File: src/rtl/prot_cfg_pkg.sv
package prot_cfg_pkg;
  localparam int NUM_REGIONS_DEF = 8;
  localparam int DATA_W          = 32;
  localparam int OFS_W           = 12;
  localparam int BASE_LSB        = 5;
  localparam int NUM_PAIRS       = 4;

  localparam logic [OFS_W-1:0] OFS_IDENT = 12'hD90;
  localparam logic [OFS_W-1:0] OFS_CTRL  = 12'hD94;
  localparam logic [OFS_W-1:0] OFS_SEL   = 12'hD98;
  localparam logic [OFS_W-1:0] OFS_BASE0 = 12'hD9C;
  localparam logic [OFS_W-1:0] OFS_ATTR0 = 12'hDA0;
  localparam int               PAIR_STEP = 8;

  typedef enum logic [2:0] {
    K_NONE, K_IDENT, K_CTRL, K_SEL, K_BASE, K_ATTR
  } reg_kind_e;

  // Writable attribute bits: XN, AP, TEX/S/C/B, subregion disables, SIZE, ENABLE
  function automatic logic [DATA_W-1:0] attr_mask();
    logic [DATA_W-1:0] m;
    m = '0;
    m[28]    = 1'b1;
    m[26:24] = '1;
    m[21:16] = '1;
    m[15:8]  = '1;
    m[5:0]   = '1;
    return m;
  endfunction

  function automatic reg_kind_e decode_offset(input logic [OFS_W-1:0] a);
    reg_kind_e k;
    k = K_NONE;
    if (a == OFS_IDENT) k = K_IDENT;
    if (a == OFS_CTRL)  k = K_CTRL;
    if (a == OFS_SEL)   k = K_SEL;
    for (int n = 0; n < NUM_PAIRS; n++) begin
      if (a == OFS_BASE0 + OFS_W'(PAIR_STEP * n)) k = K_BASE;
      if (a == OFS_ATTR0 + OFS_W'(PAIR_STEP * n)) k = K_ATTR;
    end
    return k;
  endfunction
endpackage

File: src/rtl/cfg_addr_decode.sv
module cfg_addr_decode
  import prot_cfg_pkg::*;
(
  input  logic [OFS_W-1:0] addr,
  output reg_kind_e        kind
);
  always_comb kind = decode_offset(addr);
endmodule

File: src/rtl/region_slot.sv
module region_slot
  import prot_cfg_pkg::*;
#(
  parameter int BASE_W = DATA_W - BASE_LSB
) (
  input  logic              clk,
  input  logic              rst_n,
  input  logic              base_we,
  input  logic              attr_we,
  input  logic [DATA_W-1:0] wdata,
  output logic [BASE_W-1:0] base_q,
  output logic [DATA_W-1:0] attr_q
);
  always_ff @(posedge clk or negedge rst_n) begin
    if (!rst_n) begin
      base_q <= '0;
      attr_q <= '0;
    end else begin
      if (base_we) base_q <= wdata[DATA_W-1:BASE_LSB];
      if (attr_we) attr_q <= wdata & attr_mask();
    end
  end
endmodule

File: src/rtl/region_cfg_bank.sv
module region_cfg_bank
  import prot_cfg_pkg::*;
#(
  parameter int NUM_REGIONS = NUM_REGIONS_DEF,
  parameter int SEL_W       = $clog2(NUM_REGIONS),
  parameter int BASE_W      = DATA_W - BASE_LSB
) (
  input  logic                          clk,
  input  logic                          rst_n,
  input  logic                          bus_valid,
  input  logic                          bus_write,
  input  logic [OFS_W-1:0]              bus_addr,
  input  logic [DATA_W-1:0]             bus_wdata,
  output logic [DATA_W-1:0]             bus_rdata,
  output logic                          ctl_enable,
  output logic                          ctl_fault_en,
  output logic                          ctl_bg_en,
  output logic [NUM_REGIONS*BASE_W-1:0] region_base,
  output logic [NUM_REGIONS*DATA_W-1:0] region_attr
);
  localparam int PAD_W = BASE_LSB - SEL_W;
  localparam logic [DATA_W-1:0] IDENT_WORD = {16'h0, 8'(NUM_REGIONS), 8'h0};

  reg_kind_e         kind;
  logic [SEL_W-1:0]  sel_q;
  logic [2:0]        ctrl_q;
  logic [BASE_W-1:0] base_arr [NUM_REGIONS];
  logic [DATA_W-1:0] attr_arr [NUM_REGIONS];
  logic [DATA_W-1:0] rd_word;

  // named events, visible to the checker
  logic wr_acc, rd_acc, wr_ctrl, wr_sel, wr_base, wr_attr, base_reload;
  logic [SEL_W-1:0] base_target;

  cfg_addr_decode u_dec (.addr(bus_addr), .kind(kind));

  assign wr_acc      = bus_valid &  bus_write;
  assign rd_acc      = bus_valid & ~bus_write;
  assign wr_ctrl     = wr_acc && (kind == K_CTRL);
  assign wr_sel      = wr_acc && (kind == K_SEL);
  assign wr_base     = wr_acc && (kind == K_BASE);
  assign wr_attr     = wr_acc && (kind == K_ATTR);
  assign base_reload = wr_base && bus_wdata[4];
  assign base_target = base_reload ? bus_wdata[SEL_W-1:0] : sel_q;

  always_ff @(posedge clk or negedge rst_n) begin
    if (!rst_n) begin
      sel_q  <= '0;
      ctrl_q <= '0;
    end else begin
      if (wr_sel)           sel_q  <= bus_wdata[SEL_W-1:0];
      else if (base_reload) sel_q  <= bus_wdata[SEL_W-1:0];
      if (wr_ctrl)          ctrl_q <= bus_wdata[2:0];
    end
  end

  for (genvar i = 0; i < NUM_REGIONS; i++) begin : g_slot
    region_slot #(.BASE_W(BASE_W)) u_slot (
      .clk     (clk),
      .rst_n   (rst_n),
      .base_we (wr_base && (base_target == SEL_W'(i))),
      .attr_we (wr_attr && (sel_q == SEL_W'(i))),
      .wdata   (bus_wdata),
      .base_q  (base_arr[i]),
      .attr_q  (attr_arr[i])
    );
    assign region_base[i*BASE_W +: BASE_W] = base_arr[i];
    assign region_attr[i*DATA_W +: DATA_W] = attr_arr[i];
  end

  always_comb begin
    unique case (kind)
      K_IDENT: rd_word = IDENT_WORD;
      K_CTRL:  rd_word = {{(DATA_W-3){1'b0}}, ctrl_q};
      K_SEL:   rd_word = {{(DATA_W-SEL_W){1'b0}}, sel_q};
      K_BASE:  rd_word = {base_arr[sel_q], {PAD_W{1'b0}}, sel_q};
      K_ATTR:  rd_word = attr_arr[sel_q];
      default: rd_word = '0;
    endcase
  end

  always_ff @(posedge clk or negedge rst_n) begin
    if (!rst_n)      bus_rdata <= '0;
    else if (rd_acc) bus_rdata <= rd_word;
  end

  assign ctl_enable   = ctrl_q[0];
  assign ctl_fault_en = ctrl_q[1];
  assign ctl_bg_en    = ctrl_q[2];
endmodule

File: config.mk
export PLATFORM = sky130hd
export DESIGN_NAME = region_cfg_bank
export DESIGN_NICKNAME = d
export VERILOG_FILES = /design/src/rtl/prot_cfg_pkg.sv /design/src/rtl/cfg_addr_decode.sv /design/src/rtl/region_slot.sv /design/src/rtl/region_cfg_bank.sv
export SDC_FILE = /design/constraint.sdc
export NUM_CORES = 1
export LEC_CHECK = 0
export BUFFER_PORTS_ARGS = -buffer_cell sky130_fd_sc_hd__buf_2
export CAP_MARGIN = 20
export CELL_PAD_IN_SITES_DETAIL_PLACEMENT = 1
export CELL_PAD_IN_SITES_GLOBAL_PLACEMENT = 2
export CORE_ASPECT_RATIO = 0.75
export CORE_MARGIN = 2
export CORE_UTILIZATION = 40
export CTS_BUF_LIST = sky130_fd_sc_hd__clkbuf_8
export DETAILED_ROUTE_END_ITERATION = 6
export GPL_TIMING_DRIVEN = 0
export PLACE_DENSITY_LB_ADDON = 0.1
export SLEW_MARGIN = 20
export SYNTH_ARGS = -nofsm -noshare
export SYNTH_HDL_FRONTEND = slang
export SYNTH_SLANG_ARGS = --single-unit
export TNS_END_PERCENT = 30
File: constraint.sdc
create_clock -name clk -period 4.25 [get_ports clk]
set_input_delay 1.0625 -clock clk [delete_from_list [all_inputs] [get_ports clk]]
set_output_delay 1.0625 -clock clk [all_outputs]
set_load 0.005 [all_outputs]
==> impl_metrics.py, run 1 <==
metrics = {
    "synthesis": {
        "yosysTopAreaCellShare_pct": 53.7,
        "yosys.area_share.simple_pct": 2.30,
        "yosysMostFrequentCell": "dfrtp_1",
        "synth_top_family_by_area": "multiplexers",
        "synth_compound_area_share_pct": 2.61,
        "ys_seq_area_share_pct": 53.7,
        "synth_common_cells": "446 x dfrtp_1, 362 x mux2_2, 102 x mux4_2",
        "synth_top_area_cell": "dfrtp_1",
        "synth_edf_count": 0,
        "yosys.area_share.adder_pct": 0,
        "synthFlopType": "dfrtp_1",
        "synth-xor-area-share_pct": 0,
        "synthTopCellsByArea": "dfrtp_1 54%, mux2_2 20%, mux4_2 11%, mux2_4 2.9%, mux2i_1 2.5%",
        "synthCells": 1336,
        "async_flop_share_pct": 100,
        "netlist_area_um2": 20800,
        "avgSynthCellArea_um2": 15.6,
        "synth.distinct_cells": 55,
        "synth.mux.area_fraction_pct": 36.7,
        "yosys_register_bits": 446,
        "yosys_warnings": 0,
    },
    "worst_hold_path": {
        "hp-class": "primary input to async pin",
    },
    "global_route": {
        "antenna_found_initial": 2,
        "grt_max_degree": 94,
        "grt_use_total_pct": 28.9,
        "use_met2_pct": 44.2,
        "grtUsageMet3_pct": 8.69,
        "grt_pass1_wl_um": 111000,
        "top_usage_layer": "met2",
        "grt_pass1_vias": 15300,
        "grtUsageMet1_pct": 39.6,
        "gr-total-overflow": 0,
    },
    "clock_tree": {
        "post_cts_buffers": 0,
        "clock_path_buffers": 3,
        "cts_tree": "built",
        "root_buffer": "clkbuf_8",
        "clk_latency_ns": 0.67,
        "cts_buffers": 75,
        "htree_num_levels": 3,
        "post_cts_resize_count": 0,
        "clock-sinks": 446,
        "cts_hold_buffers": 0,
        "cts.clk_slew.worst_paths_ns": 0.06,
    },
    "power_and_ir_drop": {
        "leakagePower_nw": 14.3,
        "ir_worst_vdd_v": 0.000258,
        "power.density_nw_per_um2": 327,
    },
    "die": {
        "die_w_um": 267,
        "die-area_um2": 53800,
        "io_pins": 555,
        "die_height_um": 201,
        "start_util_pct": 40.4,
        "placementRows": 72,
        "core_area_um2": 51400,
    },
    "worst_setup_path": {
        "critPathLaunchType": "primary input",
        "crit_fanout": 9,
        "required_ns": 4.74,
        "critPathKind": "primary input to flip-flop",
        "cp.arrival_ns": 3.90,
        "end_kind": "flip-flop",
    },
    "drt": {
        "drc": 0,
        "viasPerCell": 5.34,
        "avgRoutedWirePerCell_um": 28.5,
        "firstDrtPassIters": 5,
        "drt_iter0_markers": 775,
        "drt_wl_total_um": 77800,
        "drtAntennaViolNets": 0,
        "via_count": 14600,
    },
    "layout": {
        "areaGrowthSynthToFinish_pct": 25.2,
        "nNetsFinal": 2018,
        "stdcell_count": 2731,
        "fin_util_pct": 50.6,
        "drive_above_1_share_pct": 60.7,
    },
    "outcome": {
        "status": "completed",
    },
    "sta": {
        "fin_skew_ns": 0.0219,
        "relSlewSlack_pct": 21.2,
        "grt_setup_unrepaired": "no",
        "final-hold-violation-count": 0,
        "finalSetupViolations": 0,
        "max_freq_mhz": 293,
        "tightest_slew_ns": 1.18,
        "finalCritPeriodShare_pct": 80.3,
        "period_needed_ns": 3.41,
        "setup_ws_ns": 0.839,
        "fin_tns_setup_ns": 0,
        "finalMaxSlewViolations": 0,
    },
    "place": {
        "hpwl_um": 56300,
        "port_buffers": 488,
        "dp.cells": 2595,
        "gp_congestion": 0.838,
        "pre_cts_slack_ns": 0.0153,
    },
    "run": {
        "drv_cap": 0,
    },
}
==> layout by cell type, fill, tap and decap left out, types with 18 or more instances in the layout <==
| cell type | Yosys | layout |
|---|---|---|
| o21ai_0 | 31 | 31 |
| mux2_2 | 362 | 362 |
| clkbuf_1 | 54 | 49 |
| nand2_1 | 22 | 22 |
| buf_4 | 66 | 66 |
| conb_1 | 1 | 64 |
| mux2i_1 | 52 | 52 |
| mux2_4 | 40 | 40 |
| clkbuf_8 | 0 | 98 |
| inv_1 | 2 | 27 |
| a2bb2oi_1 | 18 | 18 |
| mux4_2 | 102 | 102 |
| buf_2 | 31 | 519 |
| dfrtp_1 | 446 | 446 |
==> stage by stage <==
stage	hold slack (ns)	total power, mW	cell area, um2
after floorplan	0.473	4.47	21000
after global placement	0.460	4.67	24400
after detailed placement	0.473	4.69	24500
after CTS	0.297	8.60	26000
after global routing	0.315	8.83	26000
final	0.323	8.52	26000
==> report_power, final <==
group	total, mW	internal [mW]	switching (mW)	leakage, nW
sequential	4.26	4.25	0.00450	6.23
clock	3.91	2.06	1.85	0.867
combinational	0.353	0.111	0.241	7.22
total	8.52	6.43	2.09	14.3
==> worst max-delay path, cell delays in order <==
cell	delay, ns
buf_2	0.17
nand2b_1	0.30
o221a_1	0.40
or3_1	0.28
clkbuf_1	0.52
clkbuf_1	0.57
buf_6	0.26
a2bb2oi_1	0.17
o21ai_0	0.15
==> logic make-up after synthesis <==
kind of cell,count (synthesis)
muxes,568
DFF,446
buffers and inverters,166
and+or+nand+nor,81
AOI/OAI and AO/OA,74
other,1
==> flip-flops by register name, summed over array words and instances (netlist names) <==
name                  flops
bus_rdata                32
ctrl_q                    3
g_slot.u_slot.attr_q    192
g_slot.u_slot.base_q    216
sel_q                     3
==> layer usage <==
layer	up-vias	part of all wire, %
li1	6125	-
met1	7842	43
met2	519	46
met3	110	8.1
met4	0	2.7
met5	-	0
==> cell type report <==
type	instances	area [um2]
Clock inverter	35	159
Fill cell	5263	25400
Buffer	163	978
Tap cell	703	880
Clock buffer	98	1350
Antenna cell	2	5.00
Multi-Input combinational cell	787	8890
Timing Repair Buffer	494	2600
Sequential cell	446	11200
Inverter	3	11.3
==> worst paths after layout <==
kind | startpoint | end | slack (ns) | depth (start not counted)
worst max-delay path | bus_addr[2] | bus_rdata[20] | 0.84 | 9
worst min-delay path | rst_n | g_slot[4].u_slot.attr_q[1] | 0.32 | 1
worst max register to register | sel_q[0] | g_slot[7].u_slot.attr_q[13] | 1.05 | 6
worst min register to register | bus_rdata[4] | bus_rdata[4] | 0.48 | 2
max in group asynchronous | rst_n | g_slot[6].u_slot.base_q[15] | 2.28 | 4
min in group clk | bus_rdata[4] | bus_rdata[4] | 0.48 | 2
No activity file was read; power rests on OpenSTA's default activity.
==> run 2, diff against run 1 <==
Settings changed: CORE_UTILIZATION 40 to 38.
Clock period 4.25 ns to 3.42 ns, I/O delays scaled along.
==> run 2 against run 1 <==
Clock skew up 0.0039 ns. Sequential cell count unchanged. Sequential share of layout area up 0.18 points. Non-clock buffer count down 2. Global-route usage down 1.4 points. Clock power up 19%. Wire length up 1.2%. Sequential power up 24%. Combinational power up 23%. Setup slack worse by 0.73 ns. Register-to-register slack worse by 0.88 ns. Critical endpoint is now bus_rdata[19].
==> impl_metrics.py, run 2 (synthesized netlist as in run 1, its figures left out) <==
metrics = {
    "global_route": {
        "grt_pass1_wl_um": 111000,
        "grt_max_degree": 98,
        "gr-total-overflow": 0,
        "grt_use_total_pct": 27.5,
        "antenna_found_initial": 3,
        "grt_pass1_vias": 15000,
    },
    "drt": {
        "drt_iter0_markers": 822,
        "drtAntennaViolNets": 0,
        "avgRoutedWirePerCell_um": 28.7,
        "via_count": 14600,
        "drc": 0,
        "drt_wl_total_um": 78700,
        "firstDrtPassIters": 5,
        "viasPerCell": 5.34,
    },
    "power_and_ir_drop": {
        "switching_share_pct": 24.6,
        "switchingPower_mw": 2.56,
        "leakagePower_nw": 14.2,
        "power.density_nw_per_um2": 401,
        "p_seq_share_pct": 50.9,
        "ir_worst_vdd_v": 0.000247,
        "p_int_mw": 7.84,
        "p_comb_share_pct": 4.2,
        "clockPowerShare_pct": 44.9,
        "total_power_mw": 10.4,
    },
    "worst_setup_path": {
        "regToRegStartpoint": "sel_q[0]",
        "r2r_slack_ns": 0.17,
        "cp.arrival_ns": 3.82,
        "rr_worst_depth": 6,
        "critPathLaunchType": "primary input",
        "required_ns": 3.93,
        "critPathKind": "primary input to flip-flop",
        "crit_fanout": 10,
        "timing.rr.end": "g_slot[3].u_slot.attr_q[20]",
        "end_kind": "flip-flop",
    },
    "outcome": {
        "status": "completed",
    },
    "die": {
        "die-area_um2": 56600,
        "core_area_um2": 54300,
        "die_height_um": 207,
        "io_pins": 555,
        "start_util_pct": 38.3,
        "die_w_um": 274,
        "placementRows": 74,
    },
    "sta": {
        "tightest_slew_ns": 1.21,
        "finalMaxSlewViolations": 0,
        "max_freq_mhz": 302,
        "relSlewSlack_pct": 19.2,
        "fin_tns_setup_ns": 0,
        "setup_ws_ns": 0.110,
        "fin_skew_ns": 0.0258,
        "grt_setup_unrepaired": "no",
        "hold_slack_ns": 0.229,
        "period_needed_ns": 3.31,
        "finalCritPeriodShare_pct": 96.8,
        "finalSetupViolations": 0,
        "final-hold-violation-count": 0,
    },
    "clock_tree": {
        "post_cts_buffers": 0,
        "cts_tree": "built",
        "cts.clk_slew.worst_paths_ns": 0.06,
        "root_buffer": "clkbuf_8",
        "htree_num_levels": 3,
        "clock_path_buffers": 3,
        "post_cts_resize_count": 0,
        "cts_buffers": 76,
        "clock-sinks": 446,
        "cts_hold_buffers": 0,
        "clk_latency_ns": 0.66,
    },
    "place": {
        "port_buffers": 488,
        "hpwl_um": 56800,
        "gp_congestion": 0.849,
        "pre_cts_slack_ns": -0.487,
    },
    "layout": {
        "mostFrequentLayoutCells": "519 x buf_2, 446 x dfrtp_1, 362 x mux2_2, 102 x mux4_2, 92 x clkbuf_8",
        "nNetsFinal": 2017,
        "fill_cells": 5628,
        "drive_above_1_share_pct": 60.5,
        "top_register": "g_slot.u_slot.base_q",
        "areaGrowthSynthToFinish_pct": 24.6,
        "final_common_cell": "buf_2",
        "largest_register_ff_count": 216,
        "top_regs": "g_slot.u_slot.base_q (216), g_slot.u_slot.attr_q (192), bus_rdata (32)",
    },
    "run": {
        "drv_cap": 0,
    },
    "worst_hold_path": {
        "hp-class": "primary input to async pin",
    },
}
-- run 2: cell type report --
class	instances	area, um2	share of cell area, %
buffer	163	977	3.77
sequential	446	11200	43.1
multi-input combinational	787	8890	34.3
inverter	3	11.3	0.0434
tap	722	903	3.48
clock buffer	92	1270	4.88
clock inverter	33	149	0.574
timing repair buffer	492	2560	9.89
antenna	1	2.50	0.00965
-- run 2: how the worst max path moves through the flow --
| stage | from | to | slack, ns |
|---|---|---|---|
| 3_5_place_dp | bus_addr[2] | bus_rdata[19] | -0.49 |
| 2_1_floorplan | bus_addr[2] | g_slot[7].u_slot.base_q[10] | 0.66 |
| 5_1_grt | sel_q[0] | g_slot[3].u_slot.attr_q[26] | 0.05 |
| 4_1_cts | sel_q[0] | g_slot[3].u_slot.attr_q[20] | 0.16 |
| 3_3_place_gp | rst_n | g_slot[5].u_slot.base_q[15] | -7.87 |
| 6_report | bus_addr[2] | bus_rdata[19] | 0.11 |
-- run 2: worst max-delay path, cell delays in order --
cell	delay, ns
buf_2	0.16
nand2b_1	0.25
o221a_1	0.40
or3_1	0.25
clkbuf_1	0.62
clkbuf_1	0.95
a2bb2oi_1	0.21
o21ai_0	0.11
-- run 2: per-layer routing --
metal / share of wire (%) / up-vias / wire, um / global-route usage, %
met3: 6.2 / 110 / 4920 / 7.33
met2: 47 / 441 / 36700 / 42.7
met5: 0 / - / 0 / 0
met4: 2.3 / 0 / 1820 / 6.79
met1: 45 / 7946 / 35300 / 38.5
li1: - / 6122 / - / -
-- run 2: metrics by stage --
stage	cells	instance area, um2	util (%)
after floorplan	1399	21000	-
after global placement	2609	24400	44.9
after detailed placement	2613	24500	45.2
after CTS	2738	25900	47.8
after global routing	2739	25900	47.8
final	2739	25900	47.8
-- run 2: power groups by stage --
stage                     sequential [mW]  clock (mW)  combinational, mW
final                                5.29        4.67              0.434
after global routing                 5.29        5.03              0.483
after CTS                            5.29        4.80              0.436
after detailed placement             5.39           0              0.434
after floorplan                      5.39           0              0.172
after global placement               5.39           0              0.410
